===== config.mk =====
export PLATFORM = sky130hd
export DESIGN_NAME = gpt_timer
export DESIGN_NICKNAME = d
export VERILOG_FILES = /design/src/rtl/gpt_pkg.sv /design/src/rtl/gpt_slow_sync.sv /design/src/rtl/gpt_count.sv /design/src/rtl/gpt_regs.sv /design/src/rtl/gpt_timer.sv
export SDC_FILE = /design/constraint.sdc
export NUM_CORES = 2
export LEC_CHECK = 0
export ABC_AREA = 1
export BUFFER_PORTS_ARGS = -buffer_cell sky130_fd_sc_hd__buf_2
export CAP_MARGIN = 20
export CELL_PAD_IN_SITES_DETAIL_PLACEMENT = 2
export CELL_PAD_IN_SITES_GLOBAL_PLACEMENT = 2
export CORE_ASPECT_RATIO = 1.25
export CORE_MARGIN = 4
export CORE_UTILIZATION = 37
export DETAILED_ROUTE_END_ITERATION = 6
export HOLD_SLACK_MARGIN = 0.05
export MAX_ROUTING_LAYER = met4
export PLACE_DENSITY_LB_ADDON = 0.1
export SYNTH_ARGS = -nofsm -noshare
export SYNTH_HDL_FRONTEND = slang
export SYNTH_HIERARCHICAL = 1
export SYNTH_SLANG_ARGS = --single-unit

===== constraint.sdc =====
create_clock -name clk -period 6.7 [get_ports clk]
set_input_delay 0.335 -clock clk [delete_from_list [all_inputs] [get_ports clk]]
set_output_delay 0.335 -clock clk [all_outputs]
set_load 0.01 [all_outputs]

===== src/rtl/gpt_pkg.sv =====
package gpt_pkg;

  typedef enum logic [1:0] {
    MODE_ONCE = 2'd0,
    MODE_LOOP = 2'd1,
    MODE_RSVD = 2'd2,
    MODE_FREE = 2'd3
  } runMode_e;

  // Per-channel strobes from the register control to the counter datapath
  typedef struct packed {
    logic clear;
    logic loadLo;
    logic step;
    logic matchOn;
    logic reload;
  } chStrobe_t;

  // Word select inside a 16-byte slot
  localparam logic [1:0] REG_CTRL = 2'd0;
  localparam logic [1:0] REG_CLK  = 2'd1;
  localparam logic [1:0] REG_CNT  = 2'd2;
  localparam logic [1:0] REG_CMP  = 2'd3;

  // Word select inside the global slot
  localparam logic [1:0] REG_IEN  = 2'd0;
  localparam logic [1:0] REG_STAT = 2'd1;
  localparam logic [1:0] REG_ACK  = 2'd2;

  // Field positions
  localparam int CTRL_EN_BIT   = 0;
  localparam int CTRL_CLR_BIT  = 1;
  localparam int CTRL_MODE_LSB = 4;
  localparam int CLK_DIV_BIT   = 0;
  localparam int CLK_SRC_BIT   = 4;

endpackage


===== src/rtl/gpt_slow_sync.sv =====
module gpt_slow_sync #(
  parameter int STAGES = 2
) (
  input  logic clk,
  input  logic rstN,
  input  logic slowIn,
  output logic slowTick
);

  logic [STAGES-1:0] syncQ;
  logic              lastQ;

  always_ff @(posedge clk) begin
    if (!rstN) begin
      syncQ <= '0;
      lastQ <= 1'b0;
    end else begin
      syncQ <= {syncQ[STAGES-2:0], slowIn};
      lastQ <= syncQ[STAGES-1];
    end
  end

  // one-cycle enable on each synchronized rising edge
  assign slowTick = syncQ[STAGES-1] & ~lastQ;

endmodule


===== src/rtl/gpt_count.sv =====
module gpt_count
  import gpt_pkg::*;
#(
  parameter int NUM_CH = 6,
  parameter int CNT_W  = 32
) (
  input  logic                         clk,
  input  logic                         rstN,
  input  chStrobe_t [NUM_CH-1:0]       strobe,
  input  logic                         loadWideHi,
  input  logic [CNT_W-1:0]             loadData,
  input  logic [NUM_CH-1:0][CNT_W-1:0] cmpVal,
  output logic [NUM_CH-1:0][CNT_W-1:0] countLo,
  output logic [CNT_W-1:0]             wideHi,
  output logic [NUM_CH-1:0]            hit
);

  localparam int WIDE_IDX = NUM_CH - 1;
  localparam int WIDE_W   = 2 * CNT_W;

  for (genvar i = 0; i < NUM_CH; i++) begin : g_ch
    if (i == WIDE_IDX) begin : g_wide
      logic [WIDE_W-1:0] cntQ;
      logic [WIDE_W-1:0] cntNext;

      assign cntNext = cntQ + WIDE_W'(1);
      assign hit[i]  = strobe[i].step && strobe[i].matchOn &&
                       (cntNext == {{CNT_W{1'b0}}, cmpVal[i]});

      always_ff @(posedge clk) begin
        if (!rstN) begin
          cntQ <= '0;
        end else if (strobe[i].clear) begin
          cntQ <= '0;
        end else if (strobe[i].loadLo) begin
          cntQ[CNT_W-1:0] <= loadData;
        end else if (loadWideHi) begin
          cntQ[WIDE_W-1:CNT_W] <= loadData;
        end else if (strobe[i].step) begin
          cntQ <= (hit[i] && strobe[i].reload) ? '0 : cntNext;
        end
      end

      assign countLo[i] = cntQ[CNT_W-1:0];
      assign wideHi     = cntQ[WIDE_W-1:CNT_W];
    end else begin : g_narrow
      logic [CNT_W-1:0] cntQ;
      logic [CNT_W-1:0] cntNext;

      assign cntNext = cntQ + CNT_W'(1);
      assign hit[i]  = strobe[i].step && strobe[i].matchOn &&
                       (cntNext == cmpVal[i]);

      always_ff @(posedge clk) begin
        if (!rstN) begin
          cntQ <= '0;
        end else if (strobe[i].clear) begin
          cntQ <= '0;
        end else if (strobe[i].loadLo) begin
          cntQ <= loadData;
        end else if (strobe[i].step) begin
          cntQ <= (hit[i] && strobe[i].reload) ? '0 : cntNext;
        end
      end

      assign countLo[i] = cntQ;
    end
  end

endmodule


===== src/rtl/gpt_regs.sv =====
module gpt_regs
  import gpt_pkg::*;
#(
  parameter int NUM_CH = 6,
  parameter int CNT_W  = 32,
  parameter int ADDR_W = 8
) (
  input  logic                         clk,
  input  logic                         rstN,
  input  logic [ADDR_W-1:0]            busAddr,
  input  logic                         busWe,
  input  logic [CNT_W-1:0]             busWdata,
  output logic [CNT_W-1:0]             busRdata,
  input  logic                         slowTick,
  input  logic [NUM_CH-1:0][CNT_W-1:0] countLo,
  input  logic [CNT_W-1:0]             wideHi,
  input  logic [NUM_CH-1:0]            hit,
  output chStrobe_t [NUM_CH-1:0]       strobe,
  output logic                         loadWideHi,
  output logic [NUM_CH-1:0][CNT_W-1:0] cmpVal,
  output logic [NUM_CH-1:0]            statusOut,
  output logic [NUM_CH-1:0]            enableOut,
  output logic [NUM_CH-1:0][1:0]       modeOut,
  output logic                         irqOut
);

  localparam int SLOT_W  = ADDR_W - 4;
  localparam int HI_SLOT = NUM_CH + 1;

  logic [SLOT_W-1:0] slot;
  logic [1:0]        regSel;
  logic              aligned;

  assign slot    = busAddr[ADDR_W-1:4];
  assign regSel  = busAddr[3:2];
  assign aligned = (busAddr[1:0] == 2'b00);

  logic [NUM_CH-1:0] wrCtrl, wrClk, wrCnt, wrCmp;
  logic              wrIen, wrAck;
  logic [NUM_CH-1:0] ackMask;

  always_comb begin
    for (int i = 0; i < NUM_CH; i++) begin
      wrCtrl[i] = busWe && aligned && (slot == SLOT_W'(i + 1)) && (regSel == REG_CTRL);
      wrClk[i]  = busWe && aligned && (slot == SLOT_W'(i + 1)) && (regSel == REG_CLK);
      wrCnt[i]  = busWe && aligned && (slot == SLOT_W'(i + 1)) && (regSel == REG_CNT);
      wrCmp[i]  = busWe && aligned && (slot == SLOT_W'(i + 1)) && (regSel == REG_CMP);
    end
    wrIen      = busWe && aligned && (slot == '0) && (regSel == REG_IEN);
    wrAck      = busWe && aligned && (slot == '0) && (regSel == REG_ACK);
    loadWideHi = busWe && aligned && (slot == SLOT_W'(HI_SLOT)) && (regSel == REG_CNT);
    ackMask    = wrAck ? busWdata[NUM_CH-1:0] : '0;
  end

  // state
  logic [NUM_CH-1:0]            irqEnQ, statusQ, enableQ, srcQ, divQ, phaseQ;
  runMode_e [NUM_CH-1:0]        modeQ;
  logic [NUM_CH-1:0][CNT_W-1:0] cmpQ;

  // tick qualification
  logic [NUM_CH-1:0] srcTick, stepOk;

  always_comb begin
    for (int i = 0; i < NUM_CH; i++) begin
      srcTick[i] = srcQ[i] ? slowTick : 1'b1;
      stepOk[i]  = enableQ[i] && srcTick[i] && (!divQ[i] || phaseQ[i]);
      strobe[i].clear   = wrCtrl[i] && busWdata[CTRL_CLR_BIT];
      strobe[i].loadLo  = wrCnt[i];
      strobe[i].step    = stepOk[i];
      strobe[i].matchOn = (modeQ[i] == MODE_ONCE) || (modeQ[i] == MODE_LOOP);
      strobe[i].reload  = (modeQ[i] == MODE_LOOP);
    end
  end

  always_ff @(posedge clk) begin
    if (!rstN) begin
      irqEnQ  <= '0;
      statusQ <= '0;
      enableQ <= '0;
      srcQ    <= '0;
      divQ    <= '0;
      phaseQ  <= '0;
      modeQ   <= {NUM_CH{MODE_ONCE}};
      cmpQ    <= '0;
    end else begin
      if (wrIen) irqEnQ <= busWdata[NUM_CH-1:0];
      // a match in the same cycle wins over the acknowledge
      statusQ <= (statusQ & ~ackMask) | hit;
      for (int i = 0; i < NUM_CH; i++) begin
        if (wrCtrl[i]) begin
          enableQ[i] <= busWdata[CTRL_EN_BIT];
          modeQ[i]   <= runMode_e'(busWdata[CTRL_MODE_LSB +: 2]);
        end else if (hit[i] && (modeQ[i] == MODE_ONCE)) begin
          enableQ[i] <= 1'b0;
        end
        if (wrClk[i]) begin
          srcQ[i] <= busWdata[CLK_SRC_BIT];
          divQ[i] <= busWdata[CLK_DIV_BIT];
        end
        if (wrCmp[i]) cmpQ[i] <= busWdata;
        if (strobe[i].clear || !enableQ[i]) begin
          phaseQ[i] <= 1'b0;
        end else if (srcTick[i]) begin
          phaseQ[i] <= ~phaseQ[i];
        end
      end
    end
  end

  // read mux
  always_comb begin
    busRdata = '0;
    if (aligned) begin
      if (slot == '0) begin
        case (regSel)
          REG_IEN:  busRdata[NUM_CH-1:0] = irqEnQ;
          REG_STAT: busRdata[NUM_CH-1:0] = statusQ;
          default:  busRdata = '0;
        endcase
      end
      for (int i = 0; i < NUM_CH; i++) begin
        if (slot == SLOT_W'(i + 1)) begin
          case (regSel)
            REG_CTRL: begin
              busRdata[CTRL_EN_BIT]          = enableQ[i];
              busRdata[CTRL_MODE_LSB +: 2]   = modeQ[i];
            end
            REG_CLK: begin
              busRdata[CLK_SRC_BIT] = srcQ[i];
              busRdata[CLK_DIV_BIT] = divQ[i];
            end
            REG_CNT: busRdata = countLo[i];
            default: busRdata = cmpQ[i];
          endcase
        end
      end
      if ((slot == SLOT_W'(HI_SLOT)) && (regSel == REG_CNT)) busRdata = wideHi;
    end
  end

  assign cmpVal    = cmpQ;
  assign statusOut = statusQ;
  assign enableOut = enableQ;
  assign modeOut   = modeQ;
  assign irqOut    = |(statusQ & irqEnQ);

endmodule


===== src/rtl/gpt_timer.sv =====
module gpt_timer
  import gpt_pkg::*;
#(
  parameter int NUM_CH      = 6,
  parameter int CNT_W       = 32,
  parameter int ADDR_W      = 8,
  parameter int SYNC_STAGES = 2
) (
  input  logic              clk,
  input  logic              rstN,
  input  logic              slowClkIn,
  input  logic [ADDR_W-1:0] busAddr,
  input  logic              busWe,
  input  logic [CNT_W-1:0]  busWdata,
  output logic [CNT_W-1:0]  busRdata,
  output logic              irqOut
);

  logic                         slowTick;
  chStrobe_t [NUM_CH-1:0]       strobe;
  logic                         loadWideHi;
  logic [NUM_CH-1:0][CNT_W-1:0] cmpVal;
  logic [NUM_CH-1:0][CNT_W-1:0] countLo;
  logic [CNT_W-1:0]             wideHi;
  logic [NUM_CH-1:0]            hit;
  logic [NUM_CH-1:0]            statusBits;
  logic [NUM_CH-1:0]            enableBits;
  logic [NUM_CH-1:0][1:0]       modeBits;

  gpt_slow_sync #(.STAGES(SYNC_STAGES)) u_sync (
    .clk      (clk),
    .rstN     (rstN),
    .slowIn   (slowClkIn),
    .slowTick (slowTick)
  );

  gpt_regs #(.NUM_CH(NUM_CH), .CNT_W(CNT_W), .ADDR_W(ADDR_W)) u_regs (
    .clk        (clk),
    .rstN       (rstN),
    .busAddr    (busAddr),
    .busWe      (busWe),
    .busWdata   (busWdata),
    .busRdata   (busRdata),
    .slowTick   (slowTick),
    .countLo    (countLo),
    .wideHi     (wideHi),
    .hit        (hit),
    .strobe     (strobe),
    .loadWideHi (loadWideHi),
    .cmpVal     (cmpVal),
    .statusOut  (statusBits),
    .enableOut  (enableBits),
    .modeOut    (modeBits),
    .irqOut     (irqOut)
  );

  gpt_count #(.NUM_CH(NUM_CH), .CNT_W(CNT_W)) u_count (
    .clk        (clk),
    .rstN       (rstN),
    .strobe     (strobe),
    .loadWideHi (loadWideHi),
    .loadData   (busWdata),
    .cmpVal     (cmpVal),
    .countLo    (countLo),
    .wideHi     (wideHi),
    .hit        (hit)
  );

endmodule


# Yosys cells after proc, flatten, opt, wreduce, memory -nomap -nowiden

Cells that the tools add are included.

Div/mod/pow operators: 0
Multiplexer cells: 81
Shift operators: 0
Multiply operators: 0
Reductions and logical operators: 147
Magnitude comparators: 0
Bitwise gates (word level): 14
Add/subtract/negate cells: 6
Equality and inequality tests: 23

Operators by type and width:

| cell                  | number |
|---|---|
| $mux 32               | 28 |
| $pmux 26 s2           | 6 |
| $add 32x1->32 const B | 5 |
| $eq 32x32->1          | 5 |
| $mux 64               | 2 |
| $logic_and 1x1->1     | 79 |
| $add 64x1->64 const B | 1 |
| $eq 64x32->1          | 1 |
| $pmux 1 s3            | 18 |
| $pmux 3 s2            | 6 |
| $reduce_bool 2->1     | 13 |
| $reduce_or 2->1       | 13 |
| $logic_or 1x1->1      | 18 |
| $mux 1                | 18 |
| $eq 4x3->1 const B    | 4 |
| $logic_not 2->1       | 8 |
| $eq 2x1->1 const B    | 7 |
| $and 6x6->6           | 2 |
| $logic_not 1->1       | 12 |
| $mux 6                | 2 |
| $pmux 6 s2            | 1 |
| $not 1->1             | 9 |
| $eq 4x2->1 const B    | 2 |
| $not 6->6             | 1 |
| other kinds (8)       | 10 |

Output and inout port bits: 33
Logic and storage cells: 318
Bits in registers: 467
RAM bits: 0
Bits in read-only memories: 0
Memories kept: 0
Latch bits: 0
Input bits: 44

# Depth between registers and ports, before layout

Depth in word-level cells: 19
Gate-level depth with buffers: 21
Mapped depth without buffers: 21

# Hierarchy

Netlist, hierarchy kept.

By module, submodules not included:

| module        | cells an instance | seq. area each (um2) | area an instance (um2) | times used |
|---|---|---|---|---|
| gpt_count     | 3662              | 4484.3               | 20689.8                | 1 |
| gpt_regs      | 2106              | 4804.6               | 13232.7                | 1 |
| gpt_slow_sync | 11                | 60.1                 | 92.6                   | 1 |

# Worst setup path after synthesis

Ideal clock, no wire load.

Path kind: input-to-reg
From: in busAddr[2]
To: reg u_count.g_ch[5].g_wide.cntQ[59]
Arrival time: 2.549 ns
Setup slack: 4.077 ns
Required time: 6.626 ns
Setup time: 0.074 ns
Path buffers: 5
Cell stages on the path: 12
Cell sequence: buf_2 nor2_4 buf_2 nand2_1 clkbuf_1 nor2_1 clkbuf_1 clkinv_1 a21oi_1 clkbuf_1 o21ai_0 a31oi_1

Word-level cells in the longest chain between the ends: 4
Elaborated cells on any way between the ends: 11
Classes of those cells: eq/ne: 1; mux: 1; bitwise: 1; reduce/logical: 8

Ends and longest elaborated chain:

| element                       | RTL line        | source |
|---|---|---|
| start, declared               | gpt_timer.sv:12 | `input logic [ADDR_W-1:0] busAddr,` |
| $eq 2x2->1 *                  | gpt_regs.sv:51  | `loadWideHi = busWe && aligned && (slot == SLOT_W'(HI_SLOT)) && (regSel == REG_CNT);` |
| $logic_and 1x1->1 *           | gpt_regs.sv:51  |  |
| net loadWideHi                | gpt_timer.sv:21 | `logic loadWideHi;` |
| $reduce_bool 2->1 (no line)   | -               |  |
| $reduce_and 2->1 (no line)    | -               |  |
| end signal, assigned by index | gpt_count.sv:36 | `cntQ[CNT_W-1:0] <= loadData;` |
| end signal, assigned by index | gpt_count.sv:38 | `cntQ[WIDE_W-1:CNT_W] <= loadData;` |
| end signal, assigned          | gpt_count.sv:40 | `cntQ <= (hit[i] && strobe[i].reload) ? '0 : cntNext;` |
| end, declared                 | gpt_count.sv:23 | `logic [WIDE_W-1:0] cntQ;` |

Mark *: on every way through the listed nets, which the timed path passes. The rest lies on a longest branch.
A chain may end at the register's enable or synchronous reset.

# Worst setup path in the final report

From: in busAddr[2]
To: out busRdata[18]

Word-level cells in the longest chain between the ends: 18
Elaborated cells on any way between the ends: 21
Classes of those cells: eq/ne: 2; mux: 16; reduce/logical: 3

Ends and longest elaborated chain:

| element                                       | RTL line        | source |
|---|---|---|
| $eq 2x1->1 or $logic_not 2->1 (tied branches) | gpt_regs.sv:123 | `case (regSel)` |
| $reduce_or 2->1 (no line)                     | -               |  |
| $pmux 26 s2                                   | gpt_regs.sv:123 |  |
| $mux 32                                       | gpt_regs.sv:122 | `if (slot == SLOT_W'(i + 1)) begin` |
| $mux 32                                       | gpt_regs.sv:113 | `if (aligned) begin` |
| $pmux 26 s2                                   | gpt_regs.sv:123 |  |
| $mux 32                                       | gpt_regs.sv:122 |  |
| $mux 32                                       | gpt_regs.sv:113 |  |
| [2 not listed]                                | -               |  |
| $pmux 26 s2                                   | gpt_regs.sv:123 |  |
| $mux 32                                       | gpt_regs.sv:122 |  |
| $pmux 26 s2                                   | gpt_regs.sv:123 |  |
| $mux 32                                       | gpt_regs.sv:122 |  |
| $pmux 26 s2                                   | gpt_regs.sv:123 |  |
| $mux 32                                       | gpt_regs.sv:122 |  |
| $mux 32 *                                     | gpt_regs.sv:137 | `if ((slot == SLOT_W'(HI_SLOT)) && (regSel == REG_CNT)) busRdata = wideHi;` |
| $mux 32 *                                     | gpt_regs.sv:113 |  |
| end, declared                                 | gpt_timer.sv:15 | `output logic [CNT_W-1:0] busRdata,` |

Every way passes the cells marked *; elsewhere a longest branch is shown, timed or not. The select of a mux whose other input is x is not followed.

==> flow_results.org <==
** Run status
- The flow ran to the end, and the final reports show no timing, DRC or antenna violations.

** Yosys
- Counting flops and latches in the post-synthesis netlist gives 467.
- Number of unique standard cell types used by synthesis :: 54
- For this run, the leading register cell type out of synthesis is sky130_fd_sc_hd__dfxtp_1.
- Mean Syn Cell Area :: 5.886 µm²
- Yosys top cell area share :: 0.2748
- The synthesized design contains 0 enable-type register cells.
- Ranked by total cell area, the synthesized netlist is headed by sky130_fd_sc_hd__dfxtp_1 (27%), sky130_fd_sc_hd__nand2_1 (20%), sky130_fd_sc_hd__nor2_1 (7.3%), sky130_fd_sc_hd__a21oi_1 (6.9%), sky130_fd_sc_hd__nand3_1 (6.0%).
- Ys Warns :: 6
- Of the synthesized area, sequential elements account for 0.2748.
- Synth Net Count :: 5829
- The mapped netlist covers 34020 µm².
- Number of cells produced by synthesis :: 5779
- Of all cell types, the one taking the most synthesized area is sky130_fd_sc_hd__dfxtp_1.
- Ys async rst share :: 0

** GRT
- Aggregate global routing overflow :: 0
- Maximum number of pins on one net before global-route repair :: 125
- The first global-routing pass estimated 285900 µm of wire.
- Antenna violations before repair :: 8
- GRT Resource Usage Total :: 0.3973
- The number of global-route vias before repair is 44170.

** Setup path
- Counting both buffers and inverters, the worst setup path holds a total of 5.
- At the worst endpoint, the arrival time is 4.05 ns.
- The largest single stage delay on the critical path is 0.60 ns.
- In this design, the largest share of critical-path delay is due to buffers and inverters.
- Path type of the worst setup path :: in2out
- STA puts the critical path data required time at 6.36 ns.
- Startpoint class of the critical path :: input pin
- Cell at the slowest stage of the critical path :: sky130_fd_sc_hd__nand2_4
- Traced cell by cell, the critical path runs through buf_2 > inv_2 > nand2_4 > buf_4 > buf_16 > o22ai_1 > nand2_1 > nand3_1 > nand2_1 > nand2_1 > nand2_1 > nand2_1 > a21oi_1 > buf_2.
- Along the worst path, the maximum fanout reaches 59.
- Counting stages on the worst path, the most repeated cell is sky130_fd_sc_hd__nand2_1.
- STA classifies the critical path endpoint as a primary output.

** Place
- After detailed placement, the total cell area comes to 35130 µm².
- At the end of routability-driven placement, the weighted congestion stood at 0.9472.
- Timing analysis after detailed placement gives a worst setup slack of 2.576 ns.
- The number of placed instances, taps included, is 6808.
- Input/output buffers :: 76
- Estimated wirelength of the detail-placed design :: 136500 µm

** Pwr
- Final Total Pwr :: 6.880 mW
- The share of total power dissipated in combinational logic is 0.086.
- Sequential group share of total power :: 0.406
- The worst-case IR drop observed on VDD is 0.0001912 V.
- For this design the ratio of total power to cell area is 184.8 nW/µm².
- Switching power as a share of total power :: 0.2870
- In this run the power spent charging and discharging nets is 1.975 mW.
- Leakage power :: 13.17 nW
- The share of total power dissipated in the clock network is 0.508.
- Total internal power :: 4.905 mW

** Die
- The die is 279.2 µm wide.
- For this configuration, the core starts out at a cell density of 0.3722.
- Die span in y :: 347.0 µm
- Total Die Area :: 96880 µm²
- Row generation in the floorplan step produced 124 rows.
- During I/O placement, the number of pins put on the boundary was 77.
- The total area inside the core boundary comes to 91380 µm².

** Clocking
- Clock tree synthesis selected as its root buffer the cell sky130_fd_sc_hd__clkbuf_16.
- Clock latency on the worst-skew pair :: 0.68 ns
- The number of setup buffers added after CTS is 0.
- CTS tree :: built
- Number of buffers inserted during clock tree synthesis :: 59
- The clock passes through at most 3 buffers.
- Once the clock tree was built, the resizer swapped 0 gates to a different size.
- CTS saw 467 sinks.
- CTS H-tree lvls :: 2
- Clock-pin slew on the worst setup and hold paths :: 0.07 ns

** Routing
- Drt first-iter violations :: 3205
- In the final routed layout, each cell accounts on average for 28.19 µm.
- The pre-antenna-repair detailed-routing pass consisted of 5 iterations.
- In the routed design, unresolved DRC markers number 0.
- For this block, the via count after detailed routing is 42160.
- In this run the remaining antenna-violating nets after routing total 0.
- The routed design has 195200 µm of wire.
- Via density :: 6.088

** Timing
- The number of hold violations in the final report is 0.
- Dividing the final minimum period by the clock period gives 0.6542.
- Adding up every negative setup slack in the final design gives 0 ns.
- The final number of max-transition violations is 0.
- Unrepaired setup endpoints after global routing :: no
- Number of endpoints failing setup at the final stage :: 0
- Remaining max-slew budget at the tightest pin :: 0.1972
- At the pin with the least slew margin, the transition time is 1.200 ns.
- On the final layout, the worst clock skew is 0.03919 ns.
- Setup slack on the critical path of the routed design comes to 2.317 ns.
- Timing would allow up to 228.2 MHz.
- After layout, the minimum clock period comes to 4.383 ns.

** Layout
- Register cell area after layout :: 9349 µm²
- Layout overhead on the synthesized area :: 9.453%
- Multi-input combinational cell area :: 21520 µm²
- Layout fillers :: 11670
- Post-route cell area :: 37230 µm²
- The net count of the finished layout is 5724.
- Excluding fillers, the count of instances in the completed layout stands at 6925.
- Ratio of cells with drive above 1 in the final layout :: 0.06836

** Worst hold path
- The worst hold path belongs to the class in2reg.

** Job
- # Max-Cap Violations :: 0
worst min-delay path: cells and delay by family:
kind / cells / cell delay, ns
AO/OA/AOI/OAI: 1 / 0.09
buffers and inverters: 1 / 0.28
AND/OR/NAND/NOR: 1 / 0.13
cells by family (layout without fill, tap and decap cells):
| kind of cell | count (synthesis) | count (layout) | synth area share |
|---|---|---|---|
| buffers and inverters | 818 | 759 | 0.09579 |
| flip-flops | 467 | 467 | 0.2748 |
| XOR/XNOR | 124 | 124 | 0.03925 |
| AO/OA/AOI/OAI | 1188 | 1188 | 0.1974 |
| adder cells (fa/ha/maj) | 6 | 6 | 0.002207 |
| other | 0 | 8 | 0 |
| AND/OR/NAND/NOR | 3176 | 3176 | 0.3905 |
per-stage QoR:
step	hold slack, ns	utilization
final	0.2139	0.4074
after global routing	0.2084	0.4073
after CTS	0.1920	0.4069
after detailed placement	0.4369	0.3844
after global placement	0.4192	0.3841
after floorplan	0.3856	-
state kept, by name, summed over array words and instances (netlist names), 2 cells and up:
name	cells
u_regs/modeOut	12
u_sync/syncQ	2
u_regs/cmpVal	192
u_count/g_ch.g_wide.cntQ	64
u_regs/phaseQ	6
u_regs/srcQ	6
u_count/g_ch.g_narrow.cntQ	160
u_regs/divQ	6
u_regs/irqEnQ	6
u_regs/enableOut	6
u_regs/statusOut	6
cell type report:
type,count,area share
multi-input cells,4494,0.5781
flip-flops and latches,467,0.2511
inverters,528,0.05337
clock buffers,85,0.04796
well taps,1197,0.04023
repair buffers,124,0.02178
clock inverters,22,0.006923
diodes,8,0.0005377
per-layer routing:
layer / wire length, µm / up-vias / GRT usage
met5: 0 / - / -
met4: 15170 / 0 / 0.2562
met3: 11010 / 474 / 0.04593
met2: 91450 / 1445 / 0.6508
met1: 77620 / 21540 / 0.4609
li1: - / 18700 / -
final timing paths:
path / slack, ns / depth (start not counted) / endpoint / startpoint
worst min-delay path: 0.21 / 3 / u_count/g_ch[5].g_wide.cntQ[35] / busWdata[3]
worst min register to register: 0.45 / 2 / u_sync/lastQ / u_sync/syncQ[1]
worst max-delay path: 2.32 / 14 / busRdata[18] / busAddr[2]
worst max register to register: 2.59 / 15 / u_count/g_ch[2].g_narrow.cntQ[25] / u_count/g_ch[2].g_narrow.cntQ[0]
layout by cell type (no fill, tap or decap), types with 4 or more instances in the layout:
cell and instances:
sky130_fd_sc_hd__nand3_1 408, sky130_fd_sc_hd__inv_2 16, sky130_fd_sc_hd__o211ai_1 9, sky130_fd_sc_hd__o21bai_1 8, sky130_fd_sc_hd__or2_2 19, sky130_fd_sc_hd__o21ai_0 310, sky130_fd_sc_hd__xnor2_1 37, sky130_fd_sc_hd__clkbuf_16 60
sky130_fd_sc_hd__and2_1 4, sky130_fd_sc_hd__nand4_1 49, sky130_fd_sc_hd__inv_1 508, sky130_fd_sc_hd__nor2_1 647, sky130_fd_sc_hd__o21ai_1 40, sky130_fd_sc_hd__and3_1 5, sky130_fd_sc_hd__dfxtp_1 467, sky130_fd_sc_hd__a21oi_1 471
sky130_fd_sc_hd__xor2_1 69, sky130_fd_sc_hd__xnor3_1 17, sky130_fd_sc_hd__o22ai_1 117, sky130_fd_sc_hd__nand3b_1 60, sky130_fd_sc_hd__a211oi_1 7, sky130_fd_sc_hd__clkinv_2 12, sky130_fd_sc_hd__nor3_1 55, sky130_fd_sc_hd__nor2_4 15
sky130_fd_sc_hd__clkbuf_1 6, sky130_fd_sc_hd__a22oi_1 161, sky130_fd_sc_hd__ha_1 6, sky130_fd_sc_hd__nor2_2 47, sky130_fd_sc_hd__diode_2 8, sky130_fd_sc_hd__buf_4 44, sky130_fd_sc_hd__nand2_2 30, sky130_fd_sc_hd__bufinv_16 5
sky130_fd_sc_hd__clkbuf_8 19, sky130_fd_sc_hd__a31oi_1 27, sky130_fd_sc_hd__buf_2 75, sky130_fd_sc_hd__a21oi_2 20, sky130_fd_sc_hd__nand2_1 1818
cells in the mapped netlist (9+ instances only):
| cell type | n |
|---|---|
| sky130_fd_sc_hd__nand4_1 | 49 |
| sky130_fd_sc_hd__nand3b_1 | 60 |
| sky130_fd_sc_hd__nor2_4 | 13 |
| sky130_fd_sc_hd__a21oi_1 | 472 |
| sky130_fd_sc_hd__a22oi_1 | 161 |
| sky130_fd_sc_hd__nor3_1 | 57 |
| sky130_fd_sc_hd__a31oi_1 | 27 |
| sky130_fd_sc_hd__o21ai_0 | 311 |
| sky130_fd_sc_hd__o21ai_1 | 40 |
| sky130_fd_sc_hd__nand3_1 | 409 |
| sky130_fd_sc_hd__buf_2 | 70 |
| sky130_fd_sc_hd__or2_2 | 19 |
| sky130_fd_sc_hd__o22ai_1 | 117 |
| sky130_fd_sc_hd__buf_6 | 9 |
| sky130_fd_sc_hd__a21oi_2 | 20 |
| sky130_fd_sc_hd__nor2_2 | 35 |
| sky130_fd_sc_hd__xnor3_1 | 17 |
| sky130_fd_sc_hd__nor2_1 | 661 |
| sky130_fd_sc_hd__inv_1 | 509 |
| sky130_fd_sc_hd__xnor2_1 | 37 |
| sky130_fd_sc_hd__nand2_1 | 1822 |
| sky130_fd_sc_hd__clkbuf_1 | 194 |
| sky130_fd_sc_hd__xor2_1 | 69 |
| sky130_fd_sc_hd__dfxtp_1 | 467 |
| sky130_fd_sc_hd__inv_2 | 16 |
| sky130_fd_sc_hd__o211ai_1 | 9 |
| sky130_fd_sc_hd__nand2_2 | 28 |
repair_timing:
action                                  CTS  global route
hold buffers                              1             0
endpoints found under the setup margin    0             0
endpoints found under the hold margin     1             0
power by group through the flow:
stage | Clock (mW) | Combinational, mW | Sequential (mW)
floorplan | 0 | 0.241 | 2.85
detailed placement | 0 | 0.565 | 2.85
finish | 3.49 | 0.595 | 2.79
global route | 3.65 | 0.601 | 2.79
CTS | 3.54 | 0.571 | 2.79
global placement | 0 | 0.558 | 2.85
Note: power is estimated with default switching activity, not from simulation.
